==> src/rtl/adc_out_pkg.sv <==
package adc_out_pkg;

    // Strobe suppression states
    typedef enum logic [1:0] {
        ST_RUN   = 2'd0,
        ST_CAL   = 2'd1,
        ST_FLUSH = 2'd2
    } sup_state_t;

endpackage

==> src/rtl/adc_rate_div.sv <==
module adc_rate_div (
    input  logic clk,
    input  logic rst_n,
    output logic tick
);

    logic phase_q;

    always_ff @(posedge clk) begin
        if (!rst_n) begin
            phase_q <= 1'b0;
        end else begin
            phase_q <= ~phase_q;
        end
    end

    assign tick = phase_q;

endmodule

==> src/rtl/adc_sat_pipe.sv <==
module adc_sat_pipe #(
    parameter int RAW_W   = 16,
    parameter int DATA_W  = 14,
    parameter int LATENCY = 4
) (
    input  logic              clk,
    input  logic              rst_n,
    input  logic              tick,
    input  logic [RAW_W-1:0]  raw_sample,
    input  logic              raw_ovr,
    output logic [DATA_W-1:0] word,
    output logic              word_ovr
);

    localparam int DEPTH = LATENCY + 1;
    localparam int MAX_I = (1 << (DATA_W - 1)) - 1;
    localparam int MIN_I = -(1 << (DATA_W - 1));

    int                raw_i;
    logic [DATA_W-1:0] clip_d;
    logic              clip_o;

    always_comb begin
        raw_i = int'($signed(raw_sample));
        if (raw_i > MAX_I) begin
            clip_d = DATA_W'(MAX_I);
            clip_o = 1'b1;
        end else if (raw_i < MIN_I) begin
            clip_d = DATA_W'(MIN_I);
            clip_o = 1'b1;
        end else begin
            clip_d = raw_i[DATA_W-1:0];
            clip_o = raw_ovr;
        end
    end

    logic [DATA_W-1:0] d_q [DEPTH];
    logic              o_q [DEPTH];

    for (genvar i = 0; i < DEPTH; i++) begin : g_stage
        if (i == 0) begin : g_head
            always_ff @(posedge clk) begin
                if (!rst_n) begin
                    d_q[i] <= '0;
                    o_q[i] <= 1'b0;
                end else if (tick) begin
                    d_q[i] <= clip_d;
                    o_q[i] <= clip_o;
                end
            end
        end else begin : g_body
            always_ff @(posedge clk) begin
                if (!rst_n) begin
                    d_q[i] <= '0;
                    o_q[i] <= 1'b0;
                end else if (tick) begin
                    d_q[i] <= d_q[i-1];
                    o_q[i] <= o_q[i-1];
                end
            end
        end
    end

    assign word     = d_q[DEPTH-1];
    assign word_ovr = o_q[DEPTH-1];

endmodule

==> src/rtl/adc_dav_ctrl.sv <==
module adc_dav_ctrl
    import adc_out_pkg::*;
#(
    parameter int LATENCY = 4
) (
    input  logic clk,
    input  logic rst_n,
    input  logic tick,
    input  logic cal_busy,
    output logic dav
);

    localparam int CNT_W = $clog2(LATENCY) + 1;

    sup_state_t       state_q, state_d;
    logic [CNT_W-1:0] cnt_q, cnt_d;
    logic             dav_q;

    // Next-state logic
    always_comb begin
        state_d = state_q;
        cnt_d   = cnt_q;
        if (cal_busy) begin
            state_d = ST_CAL;
            cnt_d   = '0;
        end else begin
            unique case (state_q)
                ST_RUN: begin
                    state_d = ST_RUN;
                end
                ST_CAL: begin
                    state_d = ST_FLUSH;
                    cnt_d   = '0;
                end
                ST_FLUSH: begin
                    if (tick) begin
                        if (cnt_q == CNT_W'(LATENCY - 1)) begin
                            state_d = ST_RUN;
                            cnt_d   = '0;
                        end else begin
                            cnt_d = cnt_q + 1'b1;
                        end
                    end
                end
                default: begin
                    state_d = ST_FLUSH;
                    cnt_d   = '0;
                end
            endcase
        end
    end

    // State register
    always_ff @(posedge clk) begin
        if (!rst_n) begin
            state_q <= ST_FLUSH;
            cnt_q   <= '0;
        end else begin
            state_q <= state_d;
            cnt_q   <= cnt_d;
        end
    end

    // Output register
    always_ff @(posedge clk) begin
        if (!rst_n) begin
            dav_q <= 1'b0;
        end else begin
            dav_q <= tick && (state_q == ST_RUN) && !cal_busy;
        end
    end

    assign dav = dav_q;

endmodule

==> src/rtl/adc_out_stage.sv <==
module adc_out_stage #(
    parameter int RAW_W   = 16,
    parameter int DATA_W  = 14,
    parameter int LATENCY = 4
) (
    input  logic              clk,
    input  logic              rst_n,
    input  logic              oe,
    input  logic              cal_busy,
    input  logic [RAW_W-1:0]  raw_sample,
    input  logic              raw_ovr,
    output logic [DATA_W-1:0] dout,
    output logic [DATA_W-1:0] dout_oe,
    output logic              dor,
    output logic              dor_oe,
    output logic              dav
);

    logic              tick_w;
    logic [DATA_W-1:0] word_w;
    logic              word_ovr_w;

    adc_rate_div u_div (
        .clk   (clk),
        .rst_n (rst_n),
        .tick  (tick_w)
    );

    adc_sat_pipe #(
        .RAW_W   (RAW_W),
        .DATA_W  (DATA_W),
        .LATENCY (LATENCY)
    ) u_pipe (
        .clk        (clk),
        .rst_n      (rst_n),
        .tick       (tick_w),
        .raw_sample (raw_sample),
        .raw_ovr    (raw_ovr),
        .word       (word_w),
        .word_ovr   (word_ovr_w)
    );

    adc_dav_ctrl #(
        .LATENCY (LATENCY)
    ) u_dav (
        .clk      (clk),
        .rst_n    (rst_n),
        .tick     (tick_w),
        .cal_busy (cal_busy),
        .dav      (dav)
    );

    // Three-state modelled as enable plus value
    always_comb begin
        dout_oe = {DATA_W{oe}};
        dor_oe  = oe;
        dout    = oe ? word_w : '0;
        dor     = oe & word_ovr_w;
    end

endmodule

==> config.mk <==
export PLATFORM = sky130hd
export DESIGN_NAME = adc_out_stage
export DESIGN_NICKNAME = d
export VERILOG_FILES = /design/src/rtl/adc_out_pkg.sv /design/src/rtl/adc_rate_div.sv /design/src/rtl/adc_sat_pipe.sv /design/src/rtl/adc_dav_ctrl.sv /design/src/rtl/adc_out_stage.sv
export SDC_FILE = /design/constraint.sdc
export NUM_CORES = 1
export LEC_CHECK = 0
export ABC_CLOCK_PERIOD_IN_PS = 4100
export BUFFER_PORTS_ARGS = -buffer_cell sky130_fd_sc_hd__buf_2
export CAP_MARGIN = 10
export CELL_PAD_IN_SITES_DETAIL_PLACEMENT = 0
export CELL_PAD_IN_SITES_GLOBAL_PLACEMENT = 1
export CORE_AREA = 10 10 86 163
export CTS_BUF_LIST = sky130_fd_sc_hd__clkbuf_16
export CTS_CLUSTER_SIZE = 20
export DETAILED_ROUTE_END_ITERATION = 8
export DIE_AREA = 0 0 96 173
export PLACE_DENSITY = 0.57
export RECOVER_POWER = 100
export SYNTH_ARGS = -nofsm -noshare
export SYNTH_HDL_FRONTEND = slang
export SYNTH_SLANG_ARGS = --single-unit
export TNS_END_PERCENT = 20
==> constraint.sdc <==
create_clock -name clk -period 4.1 [get_ports clk]
set_clock_uncertainty 0.2 [all_clocks]
set_input_delay 1.23 -clock clk [delete_from_list [all_inputs] [get_ports clk]]
set_output_delay 1.23 -clock clk [all_outputs]
set_load 0.01 [all_outputs]
* Word-level counts from Yosys, hierarchy flattened
Memories as Yosys holds them, arrays and structs flattened. Cells that the tools add are included.
Operators by class: add/sub/neg operators 1, bitwise logic cells 14, reductions and logical operators 7, eq/ne operators 5, order comparisons 2, muxes and demuxes 26
Operator list (number):
- two-way mux 14 bit | 8
- greater-than comparator 16 x 14 -> 1 bit, second input constant | 1
- less-than comparator 16 x 14 -> 1 bit, second input constant | 1
- two-way mux 1 bit | 11
- OR 1 bit | 10
- two-way mux 2 bit | 3
- two-way mux 3 bit | 2
- case mux 3 bit (2 select lines) | 1
- case mux 2 bit (2 select lines) | 1
- AND reduction 2 bit | 2
- adder 3 x 1 -> 3 bit, second input constant | 1
- equality test 3 x 2 -> 1 bit, second input constant | 1
- != test 3 x 2 -> 1 bit, second input constant | 1
- != test 3 bit, second input constant | 1
- inverter 1 bit | 3
- equality test 2 bit, second input constant | 1
- logical AND 1 bit | 2
- zero test 2 bit | 1
- != test 2 bit, second input constant | 1
- OR reduction 2 bit | 1
- AND 1 bit | 1
- zero test 1 bit | 1
Word-level totals: bits of input ports 21, output and inout bits 31, memories 2, register bits after elaboration 7, bits in writable memories 75
Memory list:
- u_pipe.d_q | depth 5, bits a word 14, rd ports 5, clocked after Yosys merged registers in 0, write ports 5, RTL line adc_sat_pipe.sv:37 | logic [DATA_W-1:0] d_q [DEPTH];
- u_pipe.o_q | depth 5, bits a word 1, rd ports 5, clocked after Yosys merged registers in 0, write ports 5, RTL line adc_sat_pipe.sv:38 | logic o_q [DEPTH];

* Longest topological paths before layout
Gate-level depths: netlist (run 1).
depth in word-level cells 5, gate-level depth with buffers 5, depth with buffers taken out 4

* Hierarchy
A second synthesis (run 1) with hierarchy kept.
Second synthesis, totals: cell total of the unflattened synthesis 262, area total of the unflattened synthesis 3585.9 µm²
Modules (own cells, without submodules):
- adc_sat_pipe | sequential area each 2242.2 µm², instances 1, area each 3070.4 µm², cells an instance 204
- adc_dav_ctrl | sequential area each 120.1 µm², instances 1, area each 250.2 µm², cells an instance 25
- adc_out_stage | sequential area each 0.0 µm², instances 1, area each 231.5 µm², cells an instance 31
- adc_rate_div | sequential area each 20.0 µm², instances 1, area each 33.8 µm², cells an instance 2

* Worst setup path before layout (run 1)
No wires, ideal clock.
path type input to register, from in rst_n, to mem u_pipe.d_q[0][0], enable pin, setup time 0.428 ns, slack 0.497 ns, stages 3, path buffers 1, data arrival time 2.975 ns, data required time 3.472 ns, cell sequence buf_6 > and2b_2 > inv_1
RTL lines:
- start, declared | RTL line adc_out_stage.sv:7 | input logic rst_n,
- end, declared | RTL line adc_sat_pipe.sv:37

==> results.py, run 1 <==
metrics = {
    "outcome": {
        "status": "complete, no violations",
    },
    "floorplan": {
        "ios": 52,
        "fp.dieArea_um2": 16610,
        "core_um2": 11290,
        "fp.dieH_um": 173,
        "rows": 55,
        "start_util_pct": 29.84,
        "die_w_um": 96,
    },
    "critical_path": {
        "required_ns": 3.85,
        "critPathKind": "in -> reg",
        "critPathArrivalTime_ns": 3.25,
        "crit_path_max_fanout": 50,
        "endpoint_kind": "flip-flop",
        "start_kind": "input port",
    },
    "synthesis": {
        "synthAdderAreaFrac_pct": 0.3715,
        "syn_inst": 234,
        "synthArstFlopShare_pct": 0,
        "syn-num-nets": 256,
        "synth_top_family_by_area": "simple AND/OR/NAND/NOR gates",
        "ys_seq_area_share_pct": 70.73,
        "yosys-top-cells-area": "edfxtp_1, and3_1, dfxtp_1",
        "ys_types": 31,
        "ys.flop_type": "edfxtp_1",
        "syn-cell-area_um2": 3368,
        "synth_top_area_cell": "edfxtp_1",
        "synth_top_cell_area_share_pct": 65.97,
        "muxShareOfSynthArea_pct": 0.2972,
        "ys_seq_elements": 82,
        "synth-edff-count": 74,
        "synth_xor_area_share_pct": 0,
        "yosysWarningCount": 0,
        "synth.top_cells.by_count": "edfxtp_1, and3_1, and2_1, buf_4, o21a_1",
        "syn_avg_cell_area_um2": 14.39,
        "synth-simple-area-share_pct": 17.38,
        "synth_compound_area_share_pct": 4.421,
        "synth.most_common_cell": "edfxtp_1",
    },
    "global_route": {
        "gr-total-overflow": 0,
        "grt_pass1_vias": 1816,
        "track_usage_pct": 6.241,
        "grt_max_degree": 70,
        "grt_pass1_wl_um": 8135,
        "antenna_found_initial": 0,
    },
    "route": {
        "wl_um": 5076,
        "vias": 1770,
        "detail_route.wl_per_cell_um": 12.32,
        "drc": 0,
        "dr.pass1.iters": 4,
        "ant_nets": 0,
        "viasPerCell": 4.296,
        "drtIter0Drc": 94,
    },
    "clock_network": {
        "htreeDepth": 3,
        "cts-root-buf": "clkbuf_16",
        "cts_hold_buf": 0,
        "cts_buffers": 9,
        "cts.sinks": 82,
        "clkSlewWorstSetupHoldPaths_ns": 0.06,
        "clk_latency_ns": 0.33,
        "cts_tree": "done",
        "cts_setup_buffers": 0,
        "cts_resized": 0,
        "clockBufferDepth": 2,
    },
    "pwr": {
        "switchingPower_mw": 0.3877,
        "p_leak_nw": 1.638,
        "cellPowerDensity_nw_per_um2": 499.1,
        "internal_power_mw": 1.537,
        "swShare_pct": 20.15,
        "power_frac_seq_pct": 51.1,
        "combPwrFrac_pct": 5.2,
        "ir_drop_mv": 0.2982,
        "p_clk_share_pct": 43.7,
    },
    "sta": {
        "setup_slack_ns": 0.5966,
        "tns_ns": 0,
        "final.min_clock_period_ns": 3.503,
        "setup_viol": 0,
        "min_period_over_period_pct": 85.45,
        "worstMarginPinSlew_ns": 1.177,
        "rsz0062_at_grt": "no",
        "fmax_mhz": 285.4,
        "slew_headroom_pct": 21.56,
        "hold_violations": 0,
        "final-max-slew-violation-count": 0,
        "whs_ns": 0.2357,
    },
    "cells_and_area": {
        "area_growth_pct": 14.49,
        "diodes": 0,
        "final_layout_size_suffix_gt1_share_pct": 16.30,
        "fin_nets": 288,
    },
    "placement": {
        "io_buffers": 51,
        "dp_hpwl_um": 2918,
        "globalplace.congestion": 0.6590,
        "dp_slack_ns": 0.7713,
    },
    "worst_hold_path": {
        "hp-class": "reg -> reg",
    },
    "job": {
        "maxCapViolCount": 0,
    },
}
-- state kept, by name (all words and copies together) (netlist names) --
signal / cells
u_dav.cnt_q: 3
u_dav.dav: 1
u_dav.state_q: 2
u_div.tick: 1
u_pipe.d_q: 70
u_pipe.o_q: 5
-- cell usage in the layout (no fill, tap or decap), types with 2 or more instances in the layout --
| master | n |
|---|---|
| buf_4 | 2 |
| a21oi_1 | 4 |
| clkbuf_1 | 28 |
| and3_1 | 59 |
| dfxtp_1 | 7 |
| inv_6 | 2 |
| o21a_1 | 13 |
| edfxtp_1 | 74 |
| clkbuf_16 | 9 |
| buf_2 | 23 |
| nand2_1 | 6 |
| and2_0 | 2 |
| nand3_1 | 3 |
| and2_1 | 14 |
| bufinv_16 | 2 |
| nor2_1 | 5 |
-- layout make-up --
type	instances	area, um^2
well taps	142	177.7
clock inverters	6	90.09
fillers	1126	7430
repair buffers	54	240.2
multi-input cells	118	735.7
flip-flops and latches	82	2384
clock buffers	9	225.2
inverters	1	3.754
-- path summary, 6_finish.rpt --
path / startpoint / to / slack [ns] / depth (start not counted)
max: rst_n / u_pipe.d_q[4][10] / 0.60 / 4
min: u_dav.cnt_q[2] / u_dav.cnt_q[2] / 0.24 / 2
max reg2reg: u_div.tick / u_pipe.d_q[4][10] / 1.26 / 3
min reg2reg: u_dav.cnt_q[2] / u_dav.cnt_q[2] / 0.24 / 2
-- per-layer routing --
layer	part of all wire, %	GRT usage, %	vias to the layer above	wire [um]
li1	-	-	906	-
met1	37	5.302	811	1880
met2	53	10.90	46	2672
met3	8.1	2.777	7	410
met4	2.2	4.265	0	112
met5	0	0	-	0
-- cell families after synthesis --
| kind of cell | after synthesis |
|---|---|
| simple gates | 96 |
| flops | 82 |
| buf+inv | 34 |
| compound gates | 20 |
| mux | 1 |
| fa+ha+maj | 1 |
-- power groups by stage --
stage               sequential (mW)  combinational [mW]  clock (mW)
floorplan                     0.998              0.0833           0
global placement              0.997               0.109           0
detailed placement            0.999               0.112           0
CTS                           0.982               0.112       0.869
global route                  0.988               0.115       0.899
finish                        0.983               0.100       0.841
-- worst max-delay path, stage by stage --
cell      delay [ns]
buf_2           0.10
and2b_2         0.19
inv_1           0.69
clkbuf_2        1.02
-- through the flow --
| stage | cell area [um^2] | std cells | total power, mW | util, % |
|---|---|---|---|---|
| finish | 3856 | 412 | 1.924 | 34.17 |
| CTS | 3928 | 412 | 1.963 | 34.80 |
| global placement | 3612 | 397 | 1.106 | 32.01 |
| floorplan | 3368 | 234 | 1.081 | - |
| detailed placement | 3612 | 397 | 1.112 | 32.01 |
| global route | 3856 | 412 | 2.002 | 34.17 |
No activity file was read; power rests on OpenSTA's default activity.
==> run 2, diff against run 1 <==
- BUFFER_PORTS_ARGS: -buffer_cell sky130_fd_sc_hd__buf_2 -> default
- DONT_BUFFER_PORTS: default -> 1
- PLACE_DENSITY: 0.57 -> 0.52
==> run 2 against run 1 <==
Against the previous run: the flow now finishes with violations (capacitance limit, slew limit); critical path depth did not move; power fell by 7.3%; routed wire length fell by 2.6%; largest power group unchanged.
==> results.py, run 2 (same netlist as run 1, synthesis figures left out) <==
metrics = {
    "sta": {
        "final-max-slew-violation-count": 70,
        "slew_headroom_pct": -52.13,
        "final.min_clock_period_ns": 2.919,
        "setup_viol": 0,
        "worstMarginPinSlew_ns": 2.282,
        "fmax_mhz": 342.5,
        "hold_violations": 0,
        "tns_ns": 0,
        "rsz0062_at_grt": "no",
        "min_period_over_period_pct": 71.21,
    },
    "outcome": {
        "violations": "capacitance limit, slew limit",
        "status": "complete, but fails checks",
    },
    "worst_hold_path": {
        "hp-class": "reg -> reg",
        "holdPathStages": 2,
    },
    "critical_path": {
        "critPathArrivalTime_ns": 2.92,
        "worst_path_largest_cell_delay_ns": 1.62,
        "endpoint_kind": "flip-flop",
        "crit_chain": "clkbuf_1 > nand2_4 > a21oi_4 > o21a_1",
        "worstRegToRegCells": 4,
        "crit_path_max_fanout": 69,
        "required_ns": 4.10,
        "critPathKind": "reg -> reg",
        "cpMaxStageDelayCell": "clkbuf_1",
        "start_kind": "flip-flop",
    },
    "floorplan": {
        "rows": 55,
        "ios": 52,
        "core_um2": 11290,
        "fp.dieArea_um2": 16610,
        "start_util_pct": 29.84,
        "die_w_um": 96,
        "fp.dieH_um": 173,
    },
    "global_route": {
        "grt_max_degree": 70,
        "gr-total-overflow": 0,
        "track_usage_pct": 6.398,
        "grt_pass1_wl_um": 8128,
        "grt_pass1_vias": 1705,
        "antenna_found_initial": 0,
    },
    "pwr": {
        "cellPowerDensity_nw_per_um2": 494.1,
        "ir_drop_mv": 0.2542,
        "p_leak_nw": 1.480,
    },
    "cells_and_area": {
        "largest-register": "u_pipe.d_q",
        "fin_nets": 236,
        "design_area_um2": 3610,
        "largest_reg_flops": 70,
        "area_growth_pct": 7.169,
        "top_regs": "u_pipe.d_q (70), u_pipe.o_q (5), u_dav.cnt_q (3)",
        "diodes": 0,
        "final_common_cell": "edfxtp_1",
        "fillers": 1151,
        "final_layout_size_suffix_gt1_share_pct": 10.50,
        "mostFrequentLayoutCells": "edfxtp_1, and3_1, and2_0",
    },
    "clock_network": {
        "clkSlewWorstSetupHoldPaths_ns": 0.06,
        "cts-root-buf": "clkbuf_16",
        "cts_hold_buf": 0,
        "cts.sinks": 82,
        "cts_buffers": 9,
        "cts_tree": "done",
        "clockBufferDepth": 2,
        "cts_resized": 0,
        "clk_latency_ns": 0.33,
        "htreeDepth": 3,
        "cts_setup_buffers": 0,
    },
    "route": {
        "vias": 1604,
        "viasPerCell": 4.443,
        "drtIter0Drc": 105,
        "detail_route.wl_per_cell_um": 13.69,
        "drc": 0,
        "ant_nets": 0,
        "dr.pass1.iters": 4,
        "wl_um": 4942,
    },
    "placement": {
        "io_buffers": 0,
        "globalplace.congestion": 0.6004,
        "place_area_um2": 3351,
        "dp_hpwl_um": 2825,
    },
    "job": {
        "maxCapViolCount": 1,
    },
}
[run 2: metal layers]
metal  up-vias  global-route usage (%)  routed length, um
li1        802                       -                  -
met1       749                   5.758               1730
met2        46                   10.59               2721
met3         7                   3.427                382
met4         0                   4.079                108
met5         -                       0                  0
[run 2: path summary, 6_finish.rpt]
path / startpoint / end / slack, ns
setup / recovery: u_div.tick / u_pipe.d_q[0][5] / 1.18
hold / removal: u_dav.cnt_q[2] / u_dav.cnt_q[2] / 0.24
setup reg to reg: u_div.tick / u_pipe.d_q[0][5] / 1.18
hold reg to reg: u_dav.cnt_q[2] / u_dav.cnt_q[2] / 0.24
[run 2: power breakdown]
group	switching, mW	total [mW]	internal, mW
Combinational	0.0458	0.0661	0.0203
Clock	0.320	0.735	0.415
Sequential	0.0120	0.983	0.971
[run 2: worst max-delay path, delay by kind of cell, from the launching register on]
family	cells	cell delay (ns)
AOI/OAI and AO/OA	2	0.57
buffers and inverters	1	1.62
DFF	1	0.32
and+or+nand+nor	1	0.06
[run 2: area by class of cell]
class | instances | area (um^2) | share of cell area (%)
clock buffers | 9 | 225.2 | 6.239
clock inverters | 7 | 53.80 | 1.490
inverters | 1 | 5.005 | 0.1386
multi-input cells | 118 | 757.0 | 20.97
flip-flops and latches | 82 | 2382 | 66.00
well taps | 142 | 177.7 | 4.922
repair buffers | 2 | 8.758 | 0.2426
[run 2: through the flow]
| step | utilization [%] | worst slack (ns) | cells | hold WS, ns | power, mW |
|---|---|---|---|---|---|
| after floorplan | - | 0.4971 | 234 | 0.2124 | 1.081 |
| after global placement | 29.69 | 1.258 | 345 | 0.2265 | 1.070 |
| after detailed placement | 29.69 | 1.257 | 345 | 0.2384 | 1.073 |
| after CTS | 32.16 | 1.257 | 361 | 0.2482 | 1.817 |
| after global routing | 31.98 | 0.7977 | 361 | 0.2692 | 1.864 |
| final | 31.98 | 1.181 | 361 | 0.2397 | 1.784 |
